[src/rtl/gpio_bank32.sv]
`timescale 1ns/1ps
module gpio_bank32 #(
  parameter int PINS = 32,
  parameter int AW   = 5
) (
  input  logic            clk,
  input  logic            rst_n,
  input  logic            bus_sel,
  input  logic            bus_wr,
  input  logic [AW-1:0]   bus_addr,
  input  logic [PINS-1:0] bus_wdata,
  output logic [PINS-1:0] bus_rdata,
  input  logic [PINS-1:0] pad_in,
  output logic [PINS-1:0] pad_out,
  output logic [PINS-1:0] pad_oe,
  output logic [PINS-1:0] pad_pullup,
  input  logic [PINS-1:0] pa_out,
  input  logic [PINS-1:0] pa_oe,
  input  logic [PINS-1:0] pb_out,
  input  logic [PINS-1:0] pb_oe,
  output logic            irq
);
  localparam logic [AW-1:0] A_OWN_SET = 0,  A_OWN_CLR = 1,  A_OWN_ST = 2;
  localparam logic [AW-1:0] A_OE_SET  = 4,  A_OE_CLR  = 5,  A_OE_ST  = 6;
  localparam logic [AW-1:0] A_FLT_SET = 8,  A_FLT_CLR = 9,  A_FLT_ST = 10;
  localparam logic [AW-1:0] A_DAT_SET = 12, A_DAT_CLR = 13, A_DAT_ST = 14, A_PAD_ST = 15;
  localparam logic [AW-1:0] A_IM_SET  = 16, A_IM_CLR  = 17, A_IM_ST  = 18, A_PEND   = 19;
  localparam logic [AW-1:0] A_OD_SET  = 20, A_OD_CLR  = 21, A_OD_ST  = 22;
  localparam logic [AW-1:0] A_SEL_A   = 24, A_SEL_B   = 25, A_SEL_ST = 26;
  localparam logic [AW-1:0] A_PU_SET  = 28, A_PU_CLR  = 29, A_PU_ST  = 30;

  logic [PINS-1:0] own_q, oe_q, flt_q, dat_q, imask_q, md_q, sel_q, pu_q;
  logic [PINS-1:0] s1_q, s2_q, s3_q, lvl_q, pend_q;
  logic [PINS-1:0] accept_w, lvl_nx, edge_w, gval, gen;
  logic            wr, rd_pend;

  assign wr      = bus_sel & bus_wr;
  assign rd_pend = bus_sel & ~bus_wr & (bus_addr == A_PEND);

  function automatic logic [PINS-1:0] upd(input logic [PINS-1:0] cur,
                                          input logic set, input logic clr,
                                          input logic [PINS-1:0] m);
    return (cur | (m & {PINS{set}})) & ~(m & {PINS{clr}});
  endfunction

  function automatic logic hit(input logic w, input logic [AW-1:0] a, input logic [AW-1:0] b);
    return w && (a == b);
  endfunction

  always_ff @(posedge clk or negedge rst_n) begin
    if (!rst_n) begin
      own_q   <= '1;
      oe_q    <= '0;
      flt_q   <= '0;
      dat_q   <= '0;
      imask_q <= '0;
      md_q    <= '0;
      sel_q   <= '0;
      pu_q    <= '1;
    end else begin
      own_q   <= upd(own_q,   hit(wr, bus_addr, A_OWN_SET), hit(wr, bus_addr, A_OWN_CLR), bus_wdata);
      oe_q    <= upd(oe_q,    hit(wr, bus_addr, A_OE_SET),  hit(wr, bus_addr, A_OE_CLR),  bus_wdata);
      flt_q   <= upd(flt_q,   hit(wr, bus_addr, A_FLT_SET), hit(wr, bus_addr, A_FLT_CLR), bus_wdata);
      dat_q   <= upd(dat_q,   hit(wr, bus_addr, A_DAT_SET), hit(wr, bus_addr, A_DAT_CLR), bus_wdata);
      imask_q <= upd(imask_q, hit(wr, bus_addr, A_IM_SET),  hit(wr, bus_addr, A_IM_CLR),  bus_wdata);
      md_q    <= upd(md_q,    hit(wr, bus_addr, A_OD_SET),  hit(wr, bus_addr, A_OD_CLR),  bus_wdata);
      sel_q   <= upd(sel_q,   hit(wr, bus_addr, A_SEL_B),   hit(wr, bus_addr, A_SEL_A),   bus_wdata);
      pu_q    <= upd(pu_q,    hit(wr, bus_addr, A_PU_SET),  hit(wr, bus_addr, A_PU_CLR),  bus_wdata);
    end
  end

  assign accept_w = ~flt_q | ~(s2_q ^ s3_q);
  assign lvl_nx   = (lvl_q & ~accept_w) | (s2_q & accept_w);
  assign edge_w   = lvl_nx ^ lvl_q;

  always_ff @(posedge clk or negedge rst_n) begin
    if (!rst_n) begin
      s1_q   <= '0;
      s2_q   <= '0;
      s3_q   <= '0;
      lvl_q  <= '0;
      pend_q <= '0;
    end else begin
      s1_q   <= pad_in;
      s2_q   <= s1_q;
      s3_q   <= s2_q;
      lvl_q  <= lvl_nx;
      pend_q <= (rd_pend ? '0 : pend_q) | edge_w;
    end
  end

  assign gval       = (own_q & dat_q) | (~own_q & ~sel_q & pa_out) | (~own_q & sel_q & pb_out);
  assign gen        = (own_q & oe_q)  | (~own_q & ~sel_q & pa_oe)  | (~own_q & sel_q & pb_oe);
  assign pad_out    = gval & ~md_q;
  assign pad_oe     = gen & ~(md_q & gval);
  assign pad_pullup = pu_q;
  assign irq        = |(pend_q & imask_q);

  always_comb begin
    case (bus_addr)
      A_OWN_ST: bus_rdata = own_q;
      A_OE_ST:  bus_rdata = oe_q;
      A_FLT_ST: bus_rdata = flt_q;
      A_DAT_ST: bus_rdata = dat_q;
      A_PAD_ST: bus_rdata = lvl_q;
      A_IM_ST:  bus_rdata = imask_q;
      A_PEND:   bus_rdata = pend_q;
      A_OD_ST:  bus_rdata = md_q;
      A_SEL_ST: bus_rdata = sel_q;
      A_PU_ST:  bus_rdata = pu_q;
      default:  bus_rdata = '0;
    endcase
  end
endmodule

[config.mk]
export PLATFORM = sky130hd
export DESIGN_NAME = gpio_bank32
export DESIGN_NICKNAME = d
export VERILOG_FILES = /design/src/rtl/gpio_bank32.sv
export SDC_FILE = /design/constraint.sdc
export NUM_CORES = 1
export LEC_CHECK = 0
export BUFFER_PORTS_ARGS = -buffer_cell sky130_fd_sc_hd__buf_2
export CORE_AREA = 2 2 200 202
export DETAILED_ROUTE_END_ITERATION = 8
export DIE_AREA = 0 0 202 204
export PLACE_DENSITY_LB_ADDON = 0.25
export SKIP_LAST_GASP = 1
export SLEW_MARGIN = 40
export SYNTH_ARGS = -nofsm -noshare
export SYNTH_HDL_FRONTEND = slang
export SYNTH_SLANG_ARGS = --single-unit
[constraint.sdc]
create_clock -name clk -period 1.3 [get_ports clk]
set_input_delay 0.065 -clock clk [delete_from_list [all_inputs] [get_ports clk]]
set_output_delay 0.065 -clock clk [all_outputs]
set_load 0.02 [all_outputs]
==> results.py, run 1 <==
metrics = {
    "routing": {
        "drc": 0,
        "avgRoutedWirePerCell_um": 23.9,
        "drt_pass1_iterations": 6,
        "vias": 19000,
        "wirelength_um": 74900,
        "drtIter0Drc": 1706,
        "ant_nets": 0,
        "avgViaCountPerCell": 6.07,
    },
    "timing": {
        "rsz0062_at_grt": "true",
        "hold_viol": 0,
        "max_freq_mhz": 440,
        "setup_slack_ns": -0.975,
        "slew_headroom_pct": 56.8,
        "setup_viol": 123,
        "drv_slew": 0,
        "max_slew.worst_pin.slew_ns": 0.648,
        "finalCriticalPeriod_ns": 2.27,
        "finClkSkew_ns": 0.0151,
        "holdWs_ns": 0.0369,
        "timing.final.crit_share_pct": 175,
    },
    "die": {
        "rows": 73,
        "die_h_um": 204,
        "dieArea_um2": 41200,
        "die_x_um": 202,
        "start_util_pct": 50.2,
        "pin_count": 330,
        "coreArea_um2": 39200,
    },
    "cts": {
        "insertion_delay_ns": 0.56,
        "root_buffer": "clkbuf_16",
        "cts_max_level": 2,
        "clk_path_buf_depth": 3,
        "clock_sinks": 416,
        "cts_buffers": 44,
        "clkTransAtPathRegs_ns": 0.06,
        "cts_tree": "built",
    },
    "job": {
        "drv_cap": 0,
    },
    "finish": {
        "seq_area_um2": 10500,
        "drive_above_1_share_pct": 41.8,
        "syn_to_final_growth_pct": 43.1,
        "finalInstanceArea_um2": 28100,
        "multi_input_area_um2": 9210,
        "fin_nets": 2762,
        "n_fill_cell": 2743,
        "finalNonFillerCells": 3126,
    },
    "synthesis": {
        "async_reset_ff_share_pct": 100,
        "synth_top_area_share_pct": 44.8,
        "syn_nets": 2113,
        "yosysUniqueCellTypes": 58,
        "syn_inst": 1912,
        "ys_ff_latch": 416,
        "synth_top_area_cell": "dfrtp_1",
        "synthFlopType": "dfrtp_1",
        "syn-cell-area_um2": 19700,
        "synth_edf_count": 0,
        "avgSynthCellArea_um2": 10.3,
        "yosysSeqAreaShare_pct": 53.3,
        "ys_top_cells_by_area": "dfrtp_1, a21oi_1, dfstp_2",
        "yosys_warnings": 0,
    },
    "power": {
        "p_leak_nw": 12.5,
        "power_density_nw_per_um2": 1330,
        "power_w": 0.0375,
        "vdd_drop_max_mv": 1.05,
    },
    "placement": {
        "dp_hpwl_um": 50600,
        "port_buffers": 329,
        "dpl-instance-area_um2": 24300,
        "dp_cells": 2936,
        "dpl_worst_slack_ns": -0.559,
        "gp_congestion": 0.983,
    },
    "hold_path": {
        "hp-class": "in -> async",
    },
    "critical_path": {
        "critPathSlowestCell": "dfrtp_1",
        "critPathLaunchType": "register",
        "worst-path-buf-inv": 1,
        "cp.arrival_ns": 2.21,
        "critPathTopFamily": "compound AO/OA/AOI/OAI gates",
        "cp.required_ns": 1.24,
        "crit_type": "reg -> out",
        "critical-path-max-stage-delay_ns": 0.40,
        "path_cells": "mux2_4 -> a22o_1 -> a222oi_1 -> o2111ai_2 -> buf_6",
        "critPathMaxFanout": 2,
        "end_kind": "output port",
    },
    "outcome": {
        "violations": "negative setup slack",
        "status": "finished with violations",
    },
    "global_route": {
        "grt_pass1_wl_um": 110000,
        "overflow": 0,
        "track_usage_pct": 34.9,
        "grt_max_degree": 63,
        "antenna_found_initial": 4,
        "grt_pass1_vias": 18800,
    },
}
routing by layer:
layer | up-vias | track usage (%) | wire length (µm)
met1 | 9334 | 45.3 | 28400
met3 | 239 | 5.95 | 6610
met2 | 1053 | 57.1 | 36000
met5 | - | 0 | 0
li1 | 8338 | - | -
met4 | 0 | 17.5 | 3840
cells in the mapped netlist (all sizes together), types with 2 or more instances:
cell and instances:
nand4 4, nand2 41, nand3b 4, a21o 23, and3 29, dfrtp 352, or2 4, o21ai 34
nor3b 2, nand3 20, buf 80, a22o 14, clkbuf 76, dfstp 64, o22ai 10, a211oi 2
a22oi 51, inv 2, o2bb2ai 9, nand2b 36, mux2 13, nor2b 47, a2111oi 8, a2bb2oi 11
nor2 91, a222oi 10, o2111ai 2, a21oi 667, and2 2, mux2i 96, nor3 10, o211ai 10
xnor2 46, a221oi 22, a32o 3, a32oi 8
repair_timing:
item / 4_1_cts / 5_1_grt
setup endpoints to repair: 129 / 153
buffers inserted: 25 / 20
gates resized for setup: 307 / 151
pin swaps: 90 / 50
hold buffers: 65 / 0
gates cloned: 0 / 1
hold endpoints to repair: 660 / 0
placed cells by master (no fill, tap or decap), types with 11 or more instances in the layout:
cell / instances
a21oi_1: 587
dfrtp_1: 338
buf_4: 330
buf_2: 207
buf_6: 117
mux2i_1: 81
a21oi_2: 80
nor2_1: 71
dlygate4sd3_1: 65
dfstp_2: 64
a22oi_1: 48
xnor2_1: 46
clkbuf_16: 46
buf_12: 38
nand2b_1: 36
and3_1: 26
a21o_1: 23
o21ai_2: 22
nor2b_1: 22
nand2_1: 21
nand2_2: 19
nor2b_4: 17
nand3_1: 16
a22o_1: 14
mux2i_2: 14
dfrtp_2: 14
clkbuf_8: 13
a221oi_1: 12
clkbuf_1: 12
o21ai_1: 11
a2bb2oi_1: 11
worst paths after layout:
check,from,endpoint,slack (ns),cells after the start
worst max-delay path,md_q[20],bus_rdata[20],-0.97,5
worst max register to register,own_q[25],own_q[25],0.23,5
max in group asynchronous,rst_n,pad_pullup[20],0.55,3
worst min-delay path,rst_n,imask_q[21],0.04,2
min in group clk,pad_in[4],s1_q[4],0.15,2
worst min register to register,s1_q[20],s2_q[20],0.34,0
layout make-up:
type | count | share of cell area (%)
clock inverters | 11 | 0.413
well taps | 525 | 2.33
diodes | 5 | 0.0445
inverters | 2 | 0.0267
repair buffers | 759 | 22.3
flip-flops and latches | 416 | 37.3
clock buffers | 70 | 4.80
multi-input cells | 1338 | 32.7
cell families after synthesis:
kind of cell / Yosys count / share of synthesized area, %
muxes: 109 / 5.63
and+or+nand+nor: 298 / 8.36
AOI/OAI and AO/OA: 885 / 26.6
DFF: 416 / 53.3
buffers and inverters: 158 / 4.03
xor gates and xnor gates: 46 / 2.05
per-stage QoR:
stage          utilization (%)  setup TNS [ns]
6_report                  71.8          -49.43
5_1_grt                   71.8          -56.09
3_3_place_gp              62.0          -95.41
2_1_floorplan                -           -2.14
4_1_cts                   70.1          -49.44
3_5_place_dp              62.0         -105.47
worst register-to-register path: stages (launching register included):
cell and delay (ns):
dfstp_2 0.54, buf_6 0.13, buf_4 0.10, buf_4 0.09, a21oi_1 0.04, a21oi_2 0.11
where the power goes:
part	switching [W]	internal [W]
combinational	0.00446	0.00439
sequential	0.00149	0.0145
clock	0.00518	0.00752
total	0.0111	0.0264
Note: power is estimated with default switching activity, not from simulation.
==> inputs of run 2 (changes only) <==
- RECOVER_POWER: not set -> 100
==> run 2 against run 1 <==
  * The flow still finishes with violations (negative setup slack)
  * Sequential power about the same
  * Highest routed layer unchanged
  * Sequential share of layout area up 0.35 points
  * Clock skew is 0.00064 ns higher
  * Critical endpoint unchanged
  * Global-route usage is the same
  * Largest power group unchanged
==> results.py, run 2 (synthesis gave the netlist of run 1 again) <==
metrics = {
    "finish": {
        "mostFrequentLayoutCell": "a21oi_1",
        "syn_to_final_growth_pct": 41.8,
        "final_cell_mix": "a21oi_1, dfrtp_1, buf_4",
        "drive_above_1_share_pct": 41.0,
        "finish.utilization_pct": 71.1,
        "fin_nets": 2762,
        "finalNonFillerCells": 3125,
    },
    "hold_path": {
        "hp-class": "in -> reg",
        "worstHoldPathCells": 2,
        "hold_end": "s1_q[7]",
        "hold_path_startpoint": "pad_in[7]",
    },
    "die": {
        "die_h_um": 204,
        "die_x_um": 202,
        "pin_count": 330,
        "start_util_pct": 50.2,
        "dieArea_um2": 41200,
        "rows": 73,
        "coreArea_um2": 39200,
    },
    "cts": {
        "clock_sinks": 416,
        "insertion_delay_ns": 0.56,
        "cts_max_level": 2,
        "cts_buffers": 44,
        "clk_path_buf_depth": 3,
        "cts_tree": "built",
        "root_buffer": "clkbuf_16",
        "clkTransAtPathRegs_ns": 0.06,
    },
    "global_route": {
        "grt_pass1_vias": 18800,
        "grt_max_degree": 63,
        "antenna_found_initial": 4,
        "grt_pass1_wl_um": 110000,
        "overflow": 0,
        "track_usage_pct": 34.9,
    },
    "routing": {
        "drt_pass1_iterations": 6,
        "avgRoutedWirePerCell_um": 24.0,
        "ant_nets": 0,
        "vias": 19100,
        "avgViaCountPerCell": 6.10,
        "drc": 0,
        "wirelength_um": 74900,
        "drtIter0Drc": 1849,
    },
    "critical_path": {
        "timing.rr.start": "own_q[25]",
        "crit_type": "reg -> out",
        "critPathMaxFanout": 2,
        "critical-path-max-stage-delay_ns": 0.40,
        "critPathLaunchType": "register",
        "cp.required_ns": 1.24,
        "ff2ff_path_depth": 5,
        "worst-path-buf-inv": 1,
        "critPathSlowestCell": "dfrtp_1",
        "end_kind": "output port",
        "cp.arrival_ns": 2.20,
        "path_cells": "mux2_4 -> a22o_1 -> a222oi_1 -> o2111ai_2 -> buf_6",
        "r2r_end": "own_q[25]",
        "cp.depth": 5,
        "critPathTopFamily": "compound AO/OA/AOI/OAI gates",
        "reg2reg_slack_ns": 0.23,
    },
    "power": {
        "p_leak_nw": 12.4,
        "p_int_w": 0.0264,
        "pwr-share-comb_pct": 23.5,
        "p_sw_share_pct": 29.6,
        "power_density_nw_per_um2": 1340,
        "power.switching_w": 0.0111,
        "vdd_drop_max_mv": 1.05,
        "clkPwrFrac_pct": 33.9,
        "pwr-share-seq_pct": 42.6,
    },
    "placement": {
        "dp_hpwl_um": 50600,
        "dp_cells": 2936,
        "dpl_worst_slack_ns": -0.559,
        "gp_congestion": 0.983,
        "port_buffers": 329,
    },
    "timing": {
        "timing.final.crit_share_pct": 175,
        "finalCriticalPeriod_ns": 2.27,
        "hold_viol": 0,
        "max_freq_mhz": 441,
        "slew_headroom_pct": 5.37,
        "drv_slew": 0,
        "setup_viol": 585,
        "setup_tns_ns": -76.47,
        "rsz0062_at_grt": "true",
        "setup_slack_ns": -0.970,
        "max_slew.worst_pin.slew_ns": 1.42,
        "finClkSkew_ns": 0.0157,
    },
    "outcome": {
        "status": "finished with violations",
        "violations": "negative setup slack",
    },
    "job": {
        "drv_cap": 0,
    },
}
==> run 2: metal layers <==
metal	GRT usage (%)	up-vias	part of all wire [%]	routed length, µm
li1	-	8336	-	-
met1	45.3	9399	38	28600
met2	57.1	1066	48	35700
met3	5.95	253	8.8	6590
met4	17.5	0	5.4	4010
met5	0	-	0	0
==> run 2: final cells by class <==
type | count | area, µm²
antenna | 4 | 10.0
fill | 2803 | 11300
clock buffer | 70 | 1350
sequential | 416 | 10500
inverter | 2 | 7.51
multi-input combinational | 1338 | 9130
clock inverter | 11 | 116
tap | 525 | 657
timing repair buffer | 759 | 6100
==> run 2: worst max-delay path by stage <==
stage / startpoint / endpoint
2_1_floorplan: pad_pullup[16] / bus_rdata[16]
3_3_place_gp: bus_addr[0] / bus_rdata[29]
3_5_place_dp: bus_addr[0] / bus_rdata[8]
4_1_cts: md_q[20] / bus_rdata[20]
5_1_grt: pend_q[21] / irq
6_report: md_q[20] / bus_rdata[20]
==> run 2: power by group through the flow <==
stage | logic, W | clock network, W | registers [W]
floorplan | 0.00369 | 0 | 0.0159
global placement | 0.00687 | 0 | 0.0159
detailed placement | 0.00707 | 0 | 0.0160
CTS | 0.00816 | 0.0128 | 0.0158
global route | 0.00945 | 0.0133 | 0.0161
finish | 0.00880 | 0.0127 | 0.0160
==> run 2: repair_timing <==
item,CTS,global route
setup endpoints to repair,129,153
pin swaps,90,50
cloned,0,1
hold endpoints to repair,660,0
setup buffers,25,20
resized for setup,307,151
hold buffers,65,0
==> run 2: through the flow <==
stage               total power (W)  area [µm²]  hold slack [ns]
floorplan                    0.0196       19800           -0.231
global route                 0.0389       27900            0.148
finish                       0.0375       27900            0.145
detailed placement           0.0231       24300          0.00612
CTS                          0.0368       27500           0.0268
global placement             0.0228       24300          0.00867
==> inputs of run 3 (changes only) <==
- CORE_AREA: 2 2 200 202 -> 10 10 208 210
- DIE_AREA: 0 0 202 204 -> 0 0 218 220
- SKIP_LAST_GASP: 1 -> not set
==> run 3 against run 2 <==
  * The flow still finishes with violations (negative setup slack)
  * Clock power barely moved
  * Combinational power rose by 3.1%
  * Cell count fell by 0.67%
  * Maximum frequency fell by 0.37%
  * Flip-flop and latch count did not move
  * Sequential share of layout area fell by 0.38 points
  * Wire length rose by 6.3%
==> results.py, run 3 (synthesis gave the netlist of run 1 again) <==
metrics = {
    "die": {
        "die_h_um": 220,
        "dieArea_um2": 48000,
        "pin_count": 330,
        "coreArea_um2": 39300,
        "rows": 73,
        "start_util_pct": 50.1,
        "die_x_um": 218,
    },
    "placement": {
        "dpl_worst_slack_ns": -0.499,
        "port_buffers": 329,
        "gp_congestion": 0.967,
        "dp_hpwl_um": 53600,
    },
    "routing": {
        "avgViaCountPerCell": 6.18,
        "wirelength_um": 79700,
        "ant_nets": 0,
        "drtIter0Drc": 2055,
        "avgRoutedWirePerCell_um": 25.7,
        "wl_met3_um": 7650,
        "drc": 0,
        "top_layer_used": "met4",
        "wl_met1_um": 29800,
        "drt_pass1_iterations": 6,
        "wl_met2_um": 38300,
        "vias": 19200,
    },
    "timing": {
        "timing.final.crit_share_pct": 175,
        "setup_tns_ns": -65.36,
        "hold_viol": 0,
        "max_freq_mhz": 439,
        "setup_viol": 282,
        "rsz0062_at_grt": "true",
        "finClkSkew_ns": 0.0215,
        "finalCriticalPeriod_ns": 2.28,
        "slew_headroom_pct": 35.1,
        "max_slew.worst_pin.slew_ns": 0.970,
        "setup_slack_ns": -0.978,
        "drv_slew": 0,
    },
    "hold_path": {
        "worstHoldPathCells": 4,
        "hold_path_startpoint": "bus_sel",
        "hp-class": "in -> reg",
    },
    "cts": {
        "clk_path_buf_depth": 3,
        "clock_sinks": 416,
        "clkTransAtPathRegs_ns": 0.06,
        "insertion_delay_ns": 0.57,
        "root_buffer": "clkbuf_16",
        "cts_max_level": 2,
        "cts_buffers": 44,
        "cts_tree": "built",
    },
    "global_route": {
        "overflow": 0,
        "track_usage_pct": 31.7,
        "antenna_found_initial": 6,
        "grt_max_degree": 63,
        "grt_pass1_wl_um": 117000,
        "grt_pass1_vias": 19400,
    },
    "outcome": {
        "status": "finished with violations",
        "violations": "negative setup slack",
    },
    "critical_path": {
        "critPathMaxFanout": 2,
        "end_kind": "output port",
        "crit_type": "reg -> out",
        "critPathLaunchType": "register",
        "ff2ff_path_depth": 3,
        "reg2reg_slack_ns": 0.14,
        "cp.arrival_ns": 2.21,
        "cp.required_ns": 1.24,
        "timing.rr.start": "lvl_q[4]",
        "startpoint": "md_q[24]",
    },
    "finish": {
        "finish.utilization_pct": 71.8,
        "final_cell_mix": "a21oi_1, dfrtp_1, buf_4",
        "drive_above_1_share_pct": 42.3,
        "fin_nets": 2740,
        "mostFrequentLayoutCell": "a21oi_1",
        "syn_to_final_growth_pct": 43.3,
    },
    "power": {
        "power_density_nw_per_um2": 1350,
        "power_w": 0.0380,
        "p_leak_nw": 12.4,
        "vdd_drop_max_mv": 0.948,
    },
    "job": {
        "drv_cap": 0,
    },
}
[run 3: cell count changes in the layout (fill, tap and decap cells not counted), sizes merged]
cell,before,now
buf,663,634
clkbuf,101,106
inv,5,2
clkinvlp,0,2
diode,4,6
bufinv,2,3
clkinv,6,5
dlygate4sd3,65,66
dlymetal6s4s,0,1
[run 3: what timing repair did]
| item | in CTS | in global routing |
|---|---|---|
| resized for setup | 360 | 190 |
| endpoints found under the hold margin | 661 | 0 |
| pin swaps | 85 | 49 |
| setup endpoints to repair | 129 | 139 |
| hold buffers | 67 | 0 |
| setup buffers | 23 | 21 |
[run 3: report_power, final]
part | internal [W] | switching, W | total, W
logic | 0.00447 | 0.00460 | 0.00907
registers | 0.0145 | 0.00159 | 0.0161
clock network | 0.00765 | 0.00524 | 0.0129
[run 3: worst paths after layout]
path / to
setup reg to reg: pend_q[4]
max in group asynchronous: dat_q[16]
setup / recovery: bus_rdata[24]
min in group asynchronous: own_q[23]
hold reg to reg: s2_q[30]
hold / removal: pend_q[22]
[run 3: layout make-up]
type | count | area, µm²
Tap cell | 525 | 657
Sequential cell | 416 | 10500
Clock inverter | 10 | 130
Inverter | 2 | 7.51
Fill cell | 2704 | 11100
Multi-Input combinational cell | 1338 | 9450
Clock buffer | 70 | 1340
Timing Repair Buffer | 737 | 6070
Antenna cell | 6 | 15.0
[run 3: critical path, stage by stage (launching register included)]
cell,delay (ns)
dfrtp_1,0.41
mux2_2,0.28
a22o_1,0.19
a222oi_1,0.34
nand3_1,0.21
buf_2,0.21
[run 3: per-stage QoR]
stage,instances,instance area (µm²),hold WS (ns)
global route,3103,28200,0.0888
finish,3104,28200,0.0853
floorplan,1912,19800,-0.231
detailed placement,2917,24200,-0.0107
global placement,2917,24200,-0.0126
CTS,3084,27600,0.0760
[run 3: per-layer routing]
layer / up-vias / GRT usage [%]
met3: 274 / 6.76
li1: 8289 / -
met4: 0 / 14.7
met1: 9417 / 39.5
met5: - / 0
met2: 1218 / 52.0
